**config.mk**
```make
export PLATFORM = sky130hd
export DESIGN_NAME = branch_seq
export DESIGN_NICKNAME = d
export VERILOG_FILES = /design/src/rtl/branch_pkg.sv /design/src/rtl/branch_decode.sv /design/src/rtl/branch_cond.sv /design/src/rtl/branch_target.sv /design/src/rtl/branch_timer.sv /design/src/rtl/branch_seq.sv
export SDC_FILE = /design/constraint.sdc
export NUM_CORES = 1
export LEC_CHECK = 0
export ABC_AREA = 1
export CORE_MARGIN = 1.5
export CORE_UTILIZATION = 57
export DETAILED_ROUTE_END_ITERATION = 7
export PLACE_DENSITY = 0.85
export SLEW_MARGIN = 20
export SYNTH_ARGS = -nofsm -noshare
export SYNTH_HDL_FRONTEND = slang
export SYNTH_SLANG_ARGS = --single-unit
```
**constraint.sdc**
```tcl
create_clock -name clk -period 2.72 [get_ports clk]
set_clock_uncertainty 0.05 [all_clocks]
set_input_delay 0.544 -clock clk [delete_from_list [all_inputs] [get_ports clk]]
set_output_delay 0.544 -clock clk [all_outputs]
set_load 0.005 [all_outputs]
```
**src/rtl/branch_pkg.sv**
```systemverilog
// branch_pkg
// Shared types and constants for the branch sequencer: the bus cycle kinds,
// the decoded instruction class and the flag bit positions of flags_in.
// Assumes the 4-bit flag vector layout {S, Z, PV, C}.
package branch_pkg;

    typedef enum logic [2:0] {
        CY_FETCH    = 3'd0,
        CY_PFETCH   = 3'd1,
        CY_RD_LO    = 3'd2,
        CY_RD_HI    = 3'd3,
        CY_RD_DISP  = 3'd4,
        CY_INTERNAL = 3'd5
    } cycle_e;

    typedef enum logic [2:0] {
        OP_JP_ABS = 3'd0,
        OP_JP_CC  = 3'd1,
        OP_JP_PTR = 3'd2,
        OP_PREFIX = 3'd3,
        OP_JR     = 3'd4,
        OP_JR_CC  = 3'd5,
        OP_BAD    = 3'd6
    } op_e;

    typedef struct packed {
        op_e        kind;
        logic [2:0] cond;
        logic       use_iy;
    } dec_t;

    localparam int FLAG_S  = 3;
    localparam int FLAG_Z  = 2;
    localparam int FLAG_PV = 1;
    localparam int FLAG_C  = 0;

    localparam logic [7:0] OPC_JP_ABS = 8'hC3;
    localparam logic [7:0] OPC_JP_PTR = 8'hE9;
    localparam logic [7:0] OPC_JR     = 8'h18;

endpackage

```
**src/rtl/branch_decode.sv**
```systemverilog
// branch_decode
// Purely combinational classifier for a fetched opcode byte. It returns the
// instruction class, the condition field (3-bit for absolute, 2-bit zero
// extended for relative) and the index select bit of a prefix byte.
// Assumes it is sampled only when the byte is an opcode-fetch result.
module branch_decode
    import branch_pkg::*;
(
    input  logic [7:0] opcode,
    output dec_t       dec
);

    // Match the byte against each supported jump pattern in priority order.
    always_comb begin
        dec = '{kind: OP_BAD, cond: 3'd0, use_iy: 1'b0};
        if (opcode == OPC_JP_ABS) begin
            dec.kind = OP_JP_ABS;
        end else if (opcode[7:6] == 2'b11 && opcode[2:0] == 3'b010) begin
            dec.kind = OP_JP_CC;
            dec.cond = opcode[5:3];
        end else if (opcode == OPC_JP_PTR) begin
            dec.kind = OP_JP_PTR;
        end else if ({opcode[7:6], opcode[4:0]} == 7'b11_11101) begin
            dec.kind   = OP_PREFIX;
            dec.use_iy = opcode[5];
        end else if (opcode == OPC_JR) begin
            dec.kind = OP_JR;
        end else if (opcode[7:5] == 3'b001 && opcode[2:0] == 3'b000) begin
            dec.kind = OP_JR_CC;
            dec.cond = {1'b0, opcode[4:3]};
        end
    end

endmodule

```
**src/rtl/branch_cond.sv**
```systemverilog
// branch_cond
// Evaluates a 3-bit condition code against the flag vector. Even codes test
// a flag clear, odd codes test it set; pairs in order Z, C, PV, S.
// Assumes flags_in is stable in the clock where the decision is taken.
module branch_cond
    import branch_pkg::*;
#(
    parameter int NCOND = 8,
    localparam int CW   = $clog2(NCOND)
) (
    input  logic [3:0]    flags_in,
    input  logic [CW-1:0] code,
    output logic          met
);

    logic [3:0]       flag_pair;
    logic [NCOND-1:0] met_vec;

    assign flag_pair = {flags_in[FLAG_S], flags_in[FLAG_PV], flags_in[FLAG_C], flags_in[FLAG_Z]};

    // One comparator per condition code: flag of pair i/2 equal to bit i%2.
    for (genvar i = 0; i < NCOND; i++) begin : g_cond
        assign met_vec[i] = (flag_pair[i / 2] == 1'(i % 2));
    end

    assign met = met_vec[code];

endmodule

```
**src/rtl/branch_target.sv**
```systemverilog
// branch_target
// Relative target adder: base address plus a sign-extended displacement,
// wrapping modulo 2^AW. Base is the address after the two-byte instruction.
module branch_target #(
    parameter int AW = 16,
    parameter int DW = 8
) (
    input  logic [AW-1:0] base,
    input  logic [DW-1:0] disp,
    output logic [AW-1:0] target
);

    assign target = base + {{(AW - DW){disp[DW-1]}}, disp};

endmodule

```
**src/rtl/branch_timer.sv**
```systemverilog
// branch_timer
// Counts T-states inside the current bus cycle and flags its last clock,
// and keeps running T-state and machine-cycle totals for the instruction.
// Assumes cyc_len is at least 1 and constant for the length of a cycle.
module branch_timer #(
    parameter int STEP_W = 3,
    parameter int TOT_W  = 5,
    parameter int M_W    = 2
) (
    input  logic              clk,
    input  logic              rst_n,
    input  logic [STEP_W-1:0] cyc_len,
    input  logic              instr_end,
    output logic              last_t,
    output logic [TOT_W-1:0]  tot_t,
    output logic [M_W-1:0]    tot_m
);

    logic [STEP_W-1:0] step_q;

    assign last_t = (step_q == cyc_len - STEP_W'(1));

    // Step through the T-states of one bus cycle, wrapping at its end.
    always_ff @(posedge clk) begin
        if (!rst_n || last_t) begin
            step_q <= '0;
        end else begin
            step_q <= step_q + STEP_W'(1);
        end
    end

    // Accumulate instruction totals, cleared when an instruction ends.
    always_ff @(posedge clk) begin
        if (!rst_n || instr_end) begin
            tot_t <= '0;
            tot_m <= '0;
        end else begin
            tot_t <= tot_t + TOT_W'(1);
            if (last_t) begin
                tot_m <= tot_m + M_W'(1);
            end
        end
    end

endmodule

```
**src/rtl/branch_seq.sv**
```systemverilog
// branch_seq
// Cycle-exact fetch/execute sequencer for the jump instructions. Each clock
// is one T-state. Opcode fetches last FETCH_T clocks, operand reads READ_T,
// the internal cycle of a taken relative jump INT_T with no bus read.
// The byte on mem_rdata is taken in the last clock of a read cycle.
// A done strobe coincides with the first clock of the next opcode fetch.
// Assumes memory returns data combinationally for the address driven.
module branch_seq
    import branch_pkg::*;
#(
    parameter int FETCH_T  = 4,
    parameter int READ_T   = 3,
    parameter int INT_T    = 5,
    localparam int MAX_LEN = (FETCH_T > READ_T) ? ((FETCH_T > INT_T) ? FETCH_T : INT_T)
                                                : ((READ_T > INT_T) ? READ_T : INT_T),
    localparam int STEP_W  = $clog2(MAX_LEN + 1),
    localparam int TOT_W   = $clog2(2 * FETCH_T + 2 * READ_T + INT_T + 1),
    localparam int M_W     = 2
) (
    input  logic             clk,
    input  logic             rst_n,
    input  logic [3:0]       flags_in,
    input  logic [15:0]      hl_val,
    input  logic [15:0]      ix_val,
    input  logic [15:0]      iy_val,
    input  logic [7:0]       mem_rdata,
    output logic [15:0]      mem_addr,
    output logic             mem_rd,
    output logic             m1_cycle,
    output logic [15:0]      pc_q,
    output logic             instr_done,
    output logic [TOT_W-1:0] instr_tstates,
    output logic [M_W-1:0]   instr_mcycles,
    output logic             illegal_op
);

    cycle_e            cyc_q, cyc_d;
    dec_t              dec_q, dec_d, dec_now;
    logic [15:0]       pc_d, pc_incr, rel_target;
    logic [7:0]        lo_q, lo_d, disp_q, disp_d;
    logic [STEP_W-1:0] cyc_len;
    logic              last_t, end_instr, bad_op, cond_met;
    logic [TOT_W-1:0]  tot_t;
    logic [M_W-1:0]    tot_m;

    branch_decode u_decode (
        .opcode (mem_rdata),
        .dec    (dec_now)
    );

    branch_cond #(.NCOND(8)) u_cond (
        .flags_in (flags_in),
        .code     (dec_q.cond),
        .met      (cond_met)
    );

    branch_target #(.AW(16), .DW(8)) u_target (
        .base   (pc_q),
        .disp   (disp_q),
        .target (rel_target)
    );

    branch_timer #(.STEP_W(STEP_W), .TOT_W(TOT_W), .M_W(M_W)) u_timer (
        .clk       (clk),
        .rst_n     (rst_n),
        .cyc_len   (cyc_len),
        .instr_end (end_instr),
        .last_t    (last_t),
        .tot_t     (tot_t),
        .tot_m     (tot_m)
    );

    assign pc_incr  = pc_q + 16'd1;
    assign mem_addr = pc_q;
    assign mem_rd   = (cyc_q != CY_INTERNAL);
    assign m1_cycle = (cyc_q == CY_FETCH) || (cyc_q == CY_PFETCH);

    // Pick the length of the bus cycle currently running.
    always_comb begin
        unique case (cyc_q)
            CY_FETCH, CY_PFETCH: cyc_len = STEP_W'(FETCH_T);
            CY_INTERNAL:         cyc_len = STEP_W'(INT_T);
            default:             cyc_len = STEP_W'(READ_T);
        endcase
    end

    // Decide the next cycle, program counter and latched bytes at cycle end.
    always_comb begin
        cyc_d     = cyc_q;
        pc_d      = pc_q;
        dec_d     = dec_q;
        lo_d      = lo_q;
        disp_d    = disp_q;
        end_instr = 1'b0;
        bad_op    = 1'b0;
        if (last_t) begin
            unique case (cyc_q)
                CY_FETCH: begin
                    pc_d  = pc_incr;
                    dec_d = dec_now;
                    unique case (dec_now.kind)
                        OP_JP_ABS, OP_JP_CC: cyc_d = CY_RD_LO;
                        OP_JR, OP_JR_CC:     cyc_d = CY_RD_DISP;
                        OP_PREFIX:           cyc_d = CY_PFETCH;
                        OP_JP_PTR: begin
                            pc_d      = hl_val;
                            end_instr = 1'b1;
                        end
                        default: begin
                            end_instr = 1'b1;
                            bad_op    = 1'b1;
                        end
                    endcase
                end
                CY_PFETCH: begin
                    end_instr = 1'b1;
                    cyc_d     = CY_FETCH;
                    if (mem_rdata == OPC_JP_PTR) begin
                        pc_d = dec_q.use_iy ? iy_val : ix_val;
                    end else begin
                        pc_d   = pc_incr;
                        bad_op = 1'b1;
                    end
                end
                CY_RD_LO: begin
                    lo_d  = mem_rdata;
                    pc_d  = pc_incr;
                    cyc_d = CY_RD_HI;
                end
                CY_RD_HI: begin
                    end_instr = 1'b1;
                    cyc_d     = CY_FETCH;
                    pc_d      = (dec_q.kind == OP_JP_ABS || cond_met) ? {mem_rdata, lo_q} : pc_incr;
                end
                CY_RD_DISP: begin
                    pc_d   = pc_incr;
                    disp_d = mem_rdata;
                    if (dec_q.kind == OP_JR || cond_met) begin
                        cyc_d = CY_INTERNAL;
                    end else begin
                        end_instr = 1'b1;
                        cyc_d     = CY_FETCH;
                    end
                end
                CY_INTERNAL: begin
                    end_instr = 1'b1;
                    cyc_d     = CY_FETCH;
                    pc_d      = rel_target;
                end
                default: begin
                    cyc_d = CY_FETCH;
                end
            endcase
        end
    end

    // Register the sequencer state, program counter and latched operands.
    always_ff @(posedge clk) begin
        if (!rst_n) begin
            cyc_q  <= CY_FETCH;
            pc_q   <= 16'h0000;
            dec_q  <= '{kind: OP_BAD, cond: 3'd0, use_iy: 1'b0};
            lo_q   <= 8'h00;
            disp_q <= 8'h00;
        end else begin
            cyc_q  <= cyc_d;
            pc_q   <= pc_d;
            dec_q  <= dec_d;
            lo_q   <= lo_d;
            disp_q <= disp_d;
        end
    end

    // Publish the end-of-instruction strobe and its totals for one clock.
    always_ff @(posedge clk) begin
        if (!rst_n) begin
            instr_done    <= 1'b0;
            illegal_op    <= 1'b0;
            instr_tstates <= '0;
            instr_mcycles <= '0;
        end else begin
            instr_done <= end_instr;
            illegal_op <= bad_op;
            if (end_instr) begin
                instr_tstates <= tot_t + TOT_W'(1);
                instr_mcycles <= tot_m + M_W'(1);
            end
        end
    end

endmodule

```
== Word level (Yosys, flattened, before mapping) ==
Cells that the tools add are included.
Cells by class
  $add $sub $neg: 6
  order comparisons: 1
  equal/unequal tests: 21
  mux-type cells: 30
  bitwise gates (word level): 4
  reductions and logical operators: 26
Operator list (number)
  16-bit one-hot mux with 5 select lines: 1
  16-bit two-way mux: 4
  3-bit two-way mux: 7
  3-bit one-hot mux with 3 select lines: 2
  16-bit by 1-bit adder with 16-bit output (second input constant): 1
  16-bit adder: 1
  8-bit equality test (second input constant): 2
  3-bit by 2-bit equality test with 1-bit output (second input constant): 5
  3-bit equality test (second input constant): 5
  3-bit logical NOT: 4
  2-bit AND reduction: 6
  3-bit by 1-bit equality test with 1-bit output (second input constant): 3
  8-bit by 5-bit equality test with 1-bit output (second input constant): 1
  1-bit two-way mux: 8
  4-bit two-way mux: 2
  2-bit OR reduction: 4
  7-bit equality test (second input constant): 1
  6-bit two-way mux: 1
  3-bit one-hot mux with 2 select lines: 1
  6-bit OR reduction: 1
  5-bit by 1-bit adder with 5-bit output (second input constant): 1
  1-bit logical OR: 5
  5-bit two-way mux: 1
  5-bit nonzero test: 1
  16 further kinds: 20
Word-level totals
  flip-flop bits (word level): 61
  input port bits: 62
  output and inout port bits: 43
  logic and storage cells: 102

== Longest topological paths before layout ==
  depth in word-level cells: 14
  depth in mapped cells: 13
  depth with buffers taken out: 13

== Hierarchy ==
A second synthesis with hierarchy kept.
Unflattened totals
  cells, all modules: 961
  area, all modules: 5537.8 µm²
Modules (own cells, without submodules)
  branch_seq: times used 1, cells each 641, area an instance 3809.9 µm², sequential area each 1021.0 µm²
  branch_target: times used 1, cells each 179, area an instance 938.4 µm², sequential area each 0.0 µm²
  branch_timer: times used 1, cells each 66, area an instance 490.5 µm², sequential area each 200.2 µm²
  branch_decode: times used 1, cells each 47, area an instance 193.9 µm², sequential area each 0.0 µm²
  branch_cond: times used 1, cells each 28, area an instance 105.1 µm², sequential area each 0.0 µm²

== Worst setup path after synthesis ==
Ideal clock, no wire load.
  kind: input to register
  start point: input mem_rdata[5]
  end point: register pc_q[7], in the netlist mem_addr[7]
  setup time: 0.113 ns
  arrival time: 1.726 ns
  required time: 2.557 ns
  slack: 0.831 ns
  stages on the path: 10
  path buffers: 3
  path through: buf_2 inv_1 nor3_2 nand2_1 buf_4 buf_4 o211ai_1 nand2_1 o21ai_1 inv_1
On the way
  longest elaborated chain between the ends: 11
  elaborated cells between the ends (all ways): 15
  those cells by class: eq/ne: 5; mux: 9; reduce/logical: 1
RTL lines
  from (decl): line branch_seq.sv:26  | input logic [7:0] mem_rdata,
  3-bit by 1-bit equality test with 1-bit output: line branch_decode.sv:28  | end else if (opcode[7:5] == 3'b001 && opcode[2:0] == 3'b000) begin
  1-bit logical AND: line branch_decode.sv:28
  5-bit two-way mux: line branch_decode.sv:28
  3-bit two-way mux: line branch_decode.sv:26  | end else if (opcode == OPC_JR) begin
  3-bit two-way mux: line branch_decode.sv:23  | end else if ({opcode[7:6], opcode[4:0]} == 7'b11_11101) begin
  3-bit two-way mux: line branch_decode.sv:21  | end else if (opcode == OPC_JP_PTR) begin
  6-bit two-way mux: line branch_decode.sv:18  | end else if (opcode[7:6] == 2'b11 && opcode[2:0] == 3'b010) begin
  3-bit two-way mux: line branch_decode.sv:16  | if (opcode == OPC_JP_ABS) begin
  3-bit by 2-bit equality test with 1-bit output: line branch_seq.sv:101  | unique case (dec_now.kind)
  16-bit two-way mux: line branch_seq.sv:101
  16-bit one-hot mux with 5 select lines (*): line branch_seq.sv:97  | unique case (cyc_q)
  to (signal assigned): line branch_seq.sv:167  | pc_q <= pc_d;
  to (decl): line branch_seq.sv:30  | output logic [15:0] pc_q,
Every way passes the cells marked *; elsewhere a longest branch is shown, timed or not.
A chain may end at the register's enable or synchronous reset.

== Final worst setup path ==
  start point: register cyc_q[0]
  end point: output m1_cycle
On the way
  longest elaborated chain between the ends: 2
  elaborated cells between the ends (all ways): 3
  those cells by class: eq/ne: 1; reduce/logical: 2
RTL lines
  from (decl): line branch_seq.sv:37  | cycle_e cyc_q, cyc_d;
  from (signal assigned): line branch_seq.sv:166  | cyc_q <= cyc_d;
  3-bit by 1-bit equality test with 1-bit output / 3-bit logical NOT (equally long branches): line branch_seq.sv:76  | assign m1_cycle = (cyc_q == CY_FETCH) || (cyc_q == CY_PFETCH);
  1-bit logical OR (*): line branch_seq.sv:76
  to (decl): line branch_seq.sv:29  | output logic m1_cycle,
Marked as above.

==> metrics.md <==
| Metric | Value |
|---|---|
| Outcome | `completed` |
| Synthesis-stage register bit count | `61` |
| Max transition margin | `54.8%` |
| Delay-heaviest family, CP | `buffers and inverters` |
| Tightest Hold Check Type | `flop to flop` |
| Core Area | `0.00872 mm2` |
| Starting density of the core | `58.7%` |
| Syn Inst Count | `860` |
| Clock buffer depth | `2` |
| CTS hold repair buffers | `0` |
| Synth Net Count | `941` |
| I/O pins | `105` |
| Hold Crit Start | `lo_q[7]` |
| Post-CTS Setup Inserts | `0` |
| DR pass1 iterations | `7` |
| Setup TNS | `0 ns` |
| Number of synthesized flops with an enable pin | `0` |
| RSZ-0062 raised after global routing | `false` |
| Filler Cells Inserted | `769` |
| Cell variety after synth | `43` |
| Pwr Total | `2.38 mW` |
| GRT overflow | `0` |
| Die Y | `97.8 um` |
| DP HPWL | `13400 um` |
| DR DRC count | `0` |
| GPL Wtd Cong | `1.06` |
| Via count | `6187` |
| Max-slew violation count | `0` |
| Clk slew on worst S/H paths | `0.08 ns` |
| Core Rows | `34` |
| FFs w/ async S/R, synth | `0%` |
| Reg2reg start | `disp_q[7]` |
| Synth Area in Simple Gates | `42.3%` |
| Fin crit share | `87.6%` |
| Placed Area | `0.00618 mm2` |
| CP endpoint kind | `output pin` |
| CTS Root Cell | `clkbuf_8` |
| Pwr dens | `374 mW/mm2` |
| Startpoint class of the critical path | `flop` |
| Final setup viols | `0` |
| Leak pwr | `2.95 nW` |
| Vias in the first global route | `5842` |
| Worst Path Arrival | `1.79 ns` |
| Largest net degree at the start of global routing | `30` |
| Max cap viols | `0` |
| Initial antenna violation count | `0` |
| Post-synthesis xor/xnor area fraction | `2.22%` |
| CP Data Required Time | `2.13 ns` |
| CTS tree | `built` |
| Detail Route Antenna Nets | `0` |
| Total CTS buffers | `9` |
| WL/cell | `16.2 um` |
| Worst path cell trace | `inv_1, nor2_1, nand2_1, nand2_2, clkdlybuf4s50_1` |
| Critical path fanouts, max | `4` |
| Detailed Route WL | `17200 um` |
| Register area share after synthesis | `23.9%` |
| Global-route wire length before repair | `28000 um` |
| Synthesized area per cell | `5.95 um2` |
| Ant. Diodes | `0` |
| Area Overhead vs Synth | `24.6%` |
| Compound-gate portion of the synthesized area | `13.3%` |
| Kind of critical path | `flop to output pin` |
| Place WS | `0.105 ns` |
| Prevailing post-synth register cell | `dfxtp_1` |
| Die area | `0.00956 mm2` |
| Largest stage delay, worst path | `0.51 ns` |
| Final instance area | `0.00638 mm2` |
| Layout cells sized above 1 | `6.58%` |
| PnR worst setup slack | `0.337 ns` |
| CP max-delay cell | `clkdlybuf4s50_1` |
| Final Hold Viols | `0` |
| Largest family of logic cells by synthesized area | `simple AND/OR/NAND/NOR gates` |
| Slew @ Worst Pin | `0.677 ns` |
| Multiplexer share of the synthesized area | `0.391%` |
| Worst vdd ir | `0.000355 V` |
| YS warnings | `0` |
| Worst-skew pair later-pin latency | `0.36 ns` |
| Initial DRC Count | `659` |
| Commonest non-fill, non-tap cell in the layout | `nand2_1` |
| Max Freq | `0.420 GHz` |
| GRT Total Usage | `36.5%` |
| H-tree depth | `3` |
| Via density | `5.80` |
| Crit path time final | `2.38 ns` |
| Crit path launch | `cyc_q[0]` |
| Die Wd | `97.8 um` |
| NumNets Final | `1034` |
| Synth Area in Adders | `4.79%` |
| Post-cts sizing count | `0` |
| Port buffer count | `104` |
| Commonest non-fill, non-tap cells in the layout | `nand2_1 (244), clkdlybuf4s50_1 (104), inv_1 (99)` |
| Buffers and inverters on the worst path | `2` |
| Cell Area, Synth | `0.00512 mm2` |
| CTS sink cnt | `61` |
[sequential cells by signal (all words and copies together), names as in the netlist, 3 cells and up]
register        flops
cyc_q               3
dec_q               7
disp_q              8
instr_tstates       5
lo_q                8
mem_addr           16
u_timer.step_q      3
u_timer.tot_t       5
[area by class of cell]
cell class | instances | area (um2) | share of cell area (%)
clock inverters | 7 | 75.1 | 1.18
repair buffers | 124 | 1190 | 18.7
inverters | 108 | 413 | 6.47
flip-flops and latches | 61 | 1220 | 19.1
clock buffers | 9 | 124 | 1.94
multi-input cells | 649 | 3220 | 50.5
well taps | 108 | 135 | 2.12
[layer usage]
layer	routed length, um	track usage [%]
met1	6760	44.7
met2	8210	62.4
met3	1620	6.59
met4	650	16.9
met5	0	0
[synthesized netlist by cell type (3+ instances only)]
master    count  share of area (%)
a21oi_1      61                6.0
nand3b_1     10                1.5
nand2_2       5               0.61
o211ai_1     10                1.5
dfxtp_1      61                 24
inv_2         5               0.37
o21ai_0      31                3.0
nand3_2       3               0.59
o21ai_1      11                1.1
or2_2         4               0.49
ha_1         18                4.4
nand3_1      95                9.3
xnor2_1       4               0.68
xor2_1        9                1.5
inv_1        99                7.3
o21a_1        4               0.59
nor3_1        8               0.78
buf_2        10               0.98
nor2_1       88                6.5
nand2_1     244                 18
buf_4        20                2.9
nand4_1      22                2.7
clkbuf_1     10               0.73
[where the power goes]
group	internal, mW	switching (mW)
combinational	0.265	0.278
sequential	0.932	0.0544
clock	0.426	0.430
total	1.62	0.762
[stage by stage]
stage / hold slack, ns / instances / util, %
detailed placement: 0.398 / 1050 / 70.9
global route: 0.437 / 1066 / 73.2
CTS: 0.408 / 1066 / 73.2
finish: 0.410 / 1066 / 73.2
global placement: 0.390 / 1050 / 70.9
floorplan: 0.380 / 860 / -
[path summary, 6_finish.rpt]
path,to,slack (ns),cells past startpoint
worst max-delay path,m1_cycle,0.34,5
worst min-delay path,lo_q[7],0.41,2
worst max register to register,mem_addr[15],0.42,11
worst min register to register,lo_q[7],0.41,2
[worst min-delay path: stages, from the launching register on]
cell and delay, ns:
dfxtp_1 0.30, inv_1 0.06, a21oi_1 0.06
[cell families after synthesis]
group                      count (synthesis)
buffers and inverters                    150
DFF                                       61
and+or+nand+nor                          490
adders and majority gates                 19
xor gates and xnor gates                  13
AOI/OAI and AO/OA                        125
muxes                                      2
No activity file was read; power rests on OpenSTA's default activity.
